`src/rtl/flyback_fault_seq.sv`:
```
module flyback_fault_seq #(
  parameter int CLK_MHZ     = 125,
  parameter int CSWIN_NS    = 5000,
  parameter int QUAL_CYCLES = 3
) (
  input  logic       clk,
  input  logic       rst_n,
  input  logic       ovp_flag,
  input  logic       line_run,
  input  logic       line_stop,
  input  logic       ocp_flag,
  input  logic       cs_min,
  input  logic       otp_flag,
  input  logic       drv_req,
  input  logic       blank_done,
  input  logic       demag_end,
  input  logic       vdd_on,
  input  logic       vdd_off,
  output logic       sw_en,
  output logic       drv,
  output logic [2:0] fault_cause
);
  localparam int WIN = CLK_MHZ * CSWIN_NS / 1000;
  localparam int TW  = $clog2(WIN + 1);
  localparam int QW  = $clog2(QUAL_CYCLES + 1);
  localparam logic [QW-1:0] QLAST = QW'(QUAL_CYCLES - 1);

  typedef enum logic [1:0] {ST_WAIT_ON, ST_RUN, ST_HALT} st_t;
  st_t st;

  logic          drv_q, first_pend, chk_act, line_ok, oc_win;
  logic          ov_s, oc_s, run_s, stop_s;
  logic [TW-1:0] chk_t;
  logic [QW-1:0] ov_cnt, oc_cnt, uv_cnt, win_cnt;
  logic [2:0]    cause_nxt;

  wire run_st   = (st == ST_RUN);
  wire cyc_end  = run_st & demag_end;
  wire ov_hit   = ov_s | ovp_flag;
  wire run_hit  = run_s | line_run;
  wire stop_hit = stop_s | line_stop;
  wire rise     = run_st & drv_req & ~drv_q;

  wire ot_trip = run_st & otp_flag;
  wire sh_trip = run_st & chk_act & (chk_t == TW'(WIN));
  wire oc_trip = cyc_end & oc_s & (oc_cnt == QLAST);
  wire ov_trip = cyc_end & ov_hit & (ov_cnt == QLAST);
  wire uv_trip = cyc_end & (line_ok ? (stop_hit & (uv_cnt == QLAST))
                                    : (~run_hit & (win_cnt == QLAST)));
  wire fault_now = ot_trip | sh_trip | oc_trip | ov_trip | uv_trip;
  wire idle      = ~run_st | fault_now;

  assign sw_en = run_st;
  assign drv   = drv_req & run_st & ~fault_now;

  always_comb begin
    if (ot_trip)      cause_nxt = 3'd1;
    else if (sh_trip) cause_nxt = 3'd2;
    else if (oc_trip) cause_nxt = 3'd3;
    else if (ov_trip) cause_nxt = 3'd4;
    else              cause_nxt = 3'd5;
  end

  always_ff @(posedge clk or negedge rst_n) begin
    if (!rst_n) begin
      st          <= ST_WAIT_ON;
      fault_cause <= 3'd0;
      first_pend  <= 1'b1;
      drv_q       <= 1'b0;
    end else begin
      drv_q <= drv_req;
      if (fault_now) begin
        st          <= ST_HALT;
        fault_cause <= cause_nxt;
        if (chk_act) first_pend <= 1'b0;
      end else begin
        case (st)
          ST_WAIT_ON: if (vdd_on) st <= ST_RUN;
          ST_HALT:    if (vdd_off) st <= ST_WAIT_ON;
          ST_RUN:     if (chk_act ? cs_min : (rise & first_pend & cs_min)) first_pend <= 1'b0;
          default:    st <= ST_WAIT_ON;
        endcase
      end
    end
  end

  always_ff @(posedge clk or negedge rst_n) begin
    if (!rst_n) begin
      {ov_s, oc_s, run_s, stop_s, oc_win, line_ok, chk_act} <= '0;
      {ov_cnt, oc_cnt, uv_cnt, win_cnt} <= '0;
      chk_t <= '0;
    end else if (idle) begin
      {ov_s, oc_s, run_s, stop_s, oc_win, line_ok, chk_act} <= '0;
      {ov_cnt, oc_cnt, uv_cnt, win_cnt} <= '0;
      chk_t <= '0;
    end else begin
      if (cyc_end) begin
        {ov_s, oc_s, run_s, stop_s, oc_win} <= '0;
        ov_cnt <= ov_hit ? ov_cnt + 1'b1 : '0;
        oc_cnt <= oc_s ? oc_cnt + 1'b1 : '0;
        if (line_ok) begin
          uv_cnt <= stop_hit ? uv_cnt + 1'b1 : '0;
        end else begin
          if (run_hit) line_ok <= 1'b1;
          if (win_cnt != QLAST) win_cnt <= win_cnt + 1'b1;
        end
      end else begin
        ov_s   <= ov_hit;
        run_s  <= run_hit;
        stop_s <= stop_hit;
        oc_s   <= oc_s | (oc_win & ocp_flag);
        if (blank_done) oc_win <= 1'b1;
      end
      if (chk_act) begin
        if (cs_min) chk_act <= 1'b0;
        else        chk_t   <= chk_t + 1'b1;
      end else if (rise & first_pend & ~cs_min) begin
        chk_act <= 1'b1;
        chk_t   <= TW'(1);
      end
    end
  end
endmodule

```
`config.mk`:
```
export PLATFORM = sky130hd
export DESIGN_NAME = flyback_fault_seq
export DESIGN_NICKNAME = d
export VERILOG_FILES = /design/src/rtl/flyback_fault_seq.sv
export SDC_FILE = /design/constraint.sdc
export NUM_CORES = 1
export LEC_CHECK = 0
export BUFFER_PORTS_ARGS = -buffer_cell sky130_fd_sc_hd__buf_2
export CAP_MARGIN = 20
export CORE_MARGIN = 2
export CORE_UTILIZATION = 30
export CTS_BUF_LIST = sky130_fd_sc_hd__clkbuf_8 sky130_fd_sc_hd__clkbuf_16
export CTS_CLUSTER_DIAMETER = 200
export CTS_CLUSTER_SIZE = 40
export DETAILED_ROUTE_END_ITERATION = 10
export PLACE_DENSITY_LB_ADDON = 0.05
export SYNTH_ARGS = -nofsm -noshare
export SYNTH_HDL_FRONTEND = slang
export SYNTH_SLANG_ARGS = --single-unit
```
`constraint.sdc`:
```
create_clock -name clk -period 2.6 [get_ports clk]
set_clock_uncertainty 0.2 [all_clocks]
set_input_delay 0.39 -clock clk [delete_from_list [all_inputs] [get_ports clk]]
set_output_delay 0.39 -clock clk [all_outputs]
set_load 0.05 [all_outputs]
```
* Word-level counts from Yosys, hierarchy flattened *
Index checks and enable logic that the tools add are counted.

word-level totals
  flip-flop bits (word level) = 32
  logic and storage cells = 131
  output and inout port bits = 5
  input bits = 13

operators by class
  multiplexer cells = 51
  reductions and logical operators = 13
  eq/ne operators = 14
  bitwise gates (word level) = 32
  add/subtract/negate cells = 5

operators with widths
  operator                                                                  count
  10-bit 2-to-1 mux                                                         4
  2-bit 2-to-1 mux                                                          17
  1-bit 2-to-1 mux                                                          26
  1-bit bitwise AND                                                         18
  10-bit by 1-bit adder with 10-bit output (second input constant)          1
  10-bit equality test (second input constant)                              1
  2-bit equality test (second input constant)                               5
  2-bit nonzero test                                                        5
  3-bit 2-to-1 mux                                                          3
  1-bit bitwise OR                                                          9
  3-bit AND reduction                                                       3
  2-bit by 1-bit adder with 2-bit output (second input constant)            4
  3-bit inequality test (second input constant)                             2
  2-bit case mux with 3 select lines                                        1
  3-bit nonzero test                                                        2
  1-bit NOT                                                                 5
  2-bit by 1-bit inequality test with 1-bit output (second input constant)  2
  2-bit inequality test (second input constant)                             2
  2-bit AND reduction                                                       2
  3-bit by 2-bit inequality test with 1-bit output (second input constant)  1
  2-bit by 1-bit equality test with 1-bit output (second input constant)    1
  2-bit zero test                                                           1

* Logic depth before layout (Yosys ltp) *
  word-level depth = 10
  gate-level depth with buffers = 7
  mapped depth without buffers = 7

* Worst setup path before layout *
No wires, ideal clock.

  kind = reg2out
  start = reg st[1]
  end = out drv
  cell stages (with the launch flop) = 6
  path buffers = 0
  arrival = 1.962 ns
  data required time = 2.010 ns
  path slack = 0.048 ns
  cells stage by stage = dfrtp_1 > nand2b_2 > inv_1 > nand2b_2 > nor4_1 > and2_1

between the ends
  longest elaborated chain between the ends = 9
  elaborated cells between the ends (all ways) = 17
  classes of those cells = eq/ne: 1; bitwise: 16

ends and longest elaborated chain
  element                                                line    source
  start, declared                                        29      st_t st;
  start signal, assigned                                 66      st <= ST_WAIT_ON;
  start signal, assigned                                 73      st <= ST_HALT;
  start signal, assigned                                 78      ST_WAIT_ON: if (vdd_on) st <= ST_RUN;
  2-bit by 1-bit equality test with 1-bit output *       37      wire run_st = (st == ST_RUN);
  via sw_en                                              19      output logic sw_en,
  1-bit bitwise AND (on tied branches)                   45, 38
  1-bit bitwise AND (on tied branches)                   45, 46
  1-bit bitwise OR or 1-bit bitwise AND (tied branches)  50, 46
  1-bit bitwise OR (3 in series)                         50      wire fault_now = ot_trip | sh_trip | oc_trip | ov_trip | uv_trip;
  1-bit NOT                                              54      assign drv = drv_req & run_st & ~fault_now;
  1-bit bitwise AND *                                    54
  end, declared                                          20      output logic drv,

The timed path passes the listed nets; every way through them passes the cells marked *.

* Worst setup path after layout *
  start = reg win_cnt[0]
  end = out drv

between the ends
  longest elaborated chain between the ends = 7

ends and longest elaborated chain
  element                 line  source
  start, declared         34    logic [QW-1:0] ov_cnt, oc_cnt, uv_cnt, win_cnt;
  start signal, assigned  105   if (win_cnt != QLAST) win_cnt <= win_cnt + 1'b1;
  2-bit equality test     49    : (~run_hit & (win_cnt == QLAST)));
  1-bit bitwise AND       49
  1-bit 2-to-1 mux        48    wire uv_trip = cyc_end & (line_ok ? (stop_hit & (uv_cnt == QLAST))
  1-bit bitwise AND       48
  1-bit bitwise OR        50
  1-bit NOT               54
  1-bit bitwise AND       54

Every way passes these cells.

==> summary.md <==
- outcome: finished with violations
- failing checks: negative hold slack
- Synth Area in XOR/XNOR: 1.074%
- ports placed on the boundary: 18
- Hold Fails Final Rpt: 31
- global-route wire length before repair: 6817 um
- synth unique cells: 43
- Yosys warning count: 0
- final hold slack: -20.22 ps
- Int Pwr: 851.1 uW
- maximum fanout encountered on the critical timing path: 3
- portion of netlist area occupied by mux cells: 1.227%
- required arrival time at the worst endpoint: 2010 ps
- y dimension of the die: 77.75 um
- worst slew margin relative to its limit: 44.93%
- most common cell after layout, fill and taps aside: nor2_1
- number of sinks handled by clock tree synthesis: 32
- path class of the lowest-slack min-delay path: input pin to async pin
- ANT nets after route: 0
- min Tclk post-route: 2549 ps
- sequential fraction of design power: 43.9%
- filler instances: 529
- Main synth FF type: dfrtp_1
- adder and majority cell fraction of the synthesized area: 4.601%
- largest net degree at the start of global routing: 33
- pre-CTS setup slack: 169.2 ps
- fraction of final layout cells with drive strength greater than 1: 24.51%
- cell taking the most area after synthesis: dfrtp_1
- global route overflow: 0
- worst reg-to-reg setup slack: 150 ps
- routed length per placed instance: 14.03 um
- area share of the largest cell type after synthesis: 47.55%
- proportion of register bits with asynchronous set or reset after synthesis: 100.0%
- CTS hold repair buffers: 0
- RSZ-0062 raised after global routing: yes
- total power density per cell area: 632.4 mW/mm2
- Post-synth EDFFs: 0
- portion of total power attributed to combinational logic: 24.6%
- number of H-tree levels: 2
- cells after synthesis: 176
- via count of the first global-routing pass: 1,396
- crit share post-route: 98.04%
- kind of end point of the critical path: output port
- floorplan row count: 26
- dominant combinational cell family by area after synthesis: simple AND/OR/NAND/NOR gates
- Floorplan Core Area: 0.005172 mm2
- DR pass1 iterations: 4
- leakage: 0.8934 nW
- routability congestion estimate: 0.7491
- aggregate global-route resource usage: 14.28%
- Util after Layout: 38.61%
- upper clock frequency limit: 0.3923 GHz
- final slew viol count: 0
- Worst Path Arrival: 1960 ps
- count of endpoints failing setup in the final report: 0
- number of buffers on the longest clock path: 2
- post-synthesis share of cell area spent on and, or, nand and nor gates: 25.08%
- cell at the root of the clock tree: clkbuf_8
- top area cells in the synthesized netlist: dfrtp_1 (48%), nor2_1 (8.5%), ha_1 (4.6%)
- compound-cell area share of the yosys netlist: 15.72%
- summed instance area of the synthesized netlist: 0.001632 mm2
- final wirelength: 3844 um
- overall power consumption: 1.263 mW
- area enclosed by the die boundary: 0.006044 mm2
- final layout net count: 222
- transition time at the pin with the least slew margin: 824.3 ps
- clock buffers created by TritonCTS: 5
- area overhead of the layout relative to synthesis: 22.39%
- Worst IR Drop VDD: 0.0002674 V
- starting density of the core: 31.54%
- switching part of the total: 32.61%
- startpoint type of the worst setup path: flop
- hpwl dp: 2683 um
- detailed-route DRC error count: 0
- antenna violations before repair: 0
- post-synthesis average cell area: 9.270 um2
- switching power summed over all nets: 411.8 uW
- max cap viols: 0
- DR vias/cell: 5.000
- minimum setup slack in the final design: 50.98 ps
- total via count after detailed routing: 1,370
- Setup CP Type: flop to output port
- Post-Syn Nets: 195
- die boundary width: 77.75 um
- commonest non-fill, non-tap cells in the layout: nor2_1 (37), dfrtp_1 (31), buf_2 (16)
- number of design-rule violations left by the first detailed-router iteration: 61
- post-synthesis sequential area ratio: 49.16%
- count of buffers inserted at the top-level ports: 17
- setup tns final: 0 ps
- clock network fraction of design power: 31.5%
- TritonCTS clock tree: done
- antenna diode count: 0
- clock transition at the registers of the reported paths: 70 ps
- count of state elements after synthesis: 32
- clock insertion delay at the later pin of the skew report: 280 ps
state kept, by name, indices dropped and copies added (netlist names), 2 cells and up:
name and cells:
chk_t 10, uv_cnt 2, st 2, fault_cause 3
ov_cnt 2, oc_cnt 2, win_cnt 2
kinds of logic (layout without fill, tap and decap cells):
family | after synthesis | after routing
XOR/XNOR | 2 | 2
adder cells (fa/ha/maj) | 6 | 6
AND/OR/NAND/NOR | 80 | 80
buffers and inverters | 13 | 41
multiplexers | 2 | 2
AO/OA/AOI/OAI | 41 | 41
flip-flops | 32 | 32
worst max-delay path, stage by stage, from the launching register on:
cell and delay (ps):
dfrtp_1 400, inv_2 80, ha_4 130, or4b_4 470, a31oi_4 250, nor4_4 60, and2_4 150, buf_6 140
stage by stage:
step / area (um2) / instances
floorplan: 1632 / 176
global placement: 1828 / 264
detailed placement: 1828 / 264
CTS: 1953 / 273
global route: 1997 / 274
finish: 1997 / 274
synth_stat cells, drive strengths merged, types with 2 or more instances:
cell type,instances
inv,8
buf,2
nand2,9
or3,2
mux2i,2
and2,3
o21ai,11
a22oi,2
or4,2
nor3b,2
a21oi,15
and3,3
nand3,2
a211oi,2
dfrtp,31
nor3,6
nand3b,3
nor4,2
nor2b,2
a31oi,3
ha,6
clkbuf,3
or4b,2
nand2b,4
nor2,37
per-layer routing:
layer	wire length, um	global-route usage (%)	vias to the layer above
li1	-	-	667
met1	1843	19.43	679
met2	1830	22.33	20
met3	138	3.605	4
met4	32	4.286	0
met5	0	0	-
final cells by class:
class	instances	area, um2	area share, %
Tap cell	70	87.58	4.386
Inverter	8	30.03	1.504
Sequential cell	32	802.0	40.16
Clock buffer	6	82.58	4.135
Clock inverter	2	10.01	0.5013
Timing Repair Buffer	25	155.1	7.769
Multi-Input combinational cell	131	829.5	41.54
worst paths after layout:
path / cells past startpoint / startpoint / endpoint
min: 1 / rst_n / chk_act$_DFF_PN0_
min reg2reg: 1 / first_pend$_DFFE_PN1P_ / first_pend$_DFFE_PN1P_
max reg2reg: 10 / uv_cnt[0]$_DFFE_PN0P_ / chk_t[0]$_DFFE_PN0P_
max: 7 / win_cnt[0]$_DFFE_PN0P_ / drv
max in group asynchronous: 1 / rst_n / chk_t[0]$_DFFE_PN0P_
min in group clk: 1 / drv_req / drv_q$_DFF_PN0_
power by group through the flow:
stage               Sequential (mW)  Clock [mW]  Combinational [mW]
floorplan                     0.557           0               0.194
global placement              0.560           0               0.284
detailed placement            0.561           0               0.285
CTS                           0.552       0.413               0.294
global route                  0.557       0.433               0.345
finish                        0.554       0.398               0.311
repair_timing:
item | 4_1_cts | 5_1_grt
cloned | 0 | 0
endpoints found under the setup margin | 1 | 1
pin swaps | 1 | 2
gates resized for setup | 5 | 8
setup buffers | 1 | 1
Power figures use the tool's default switching activity.
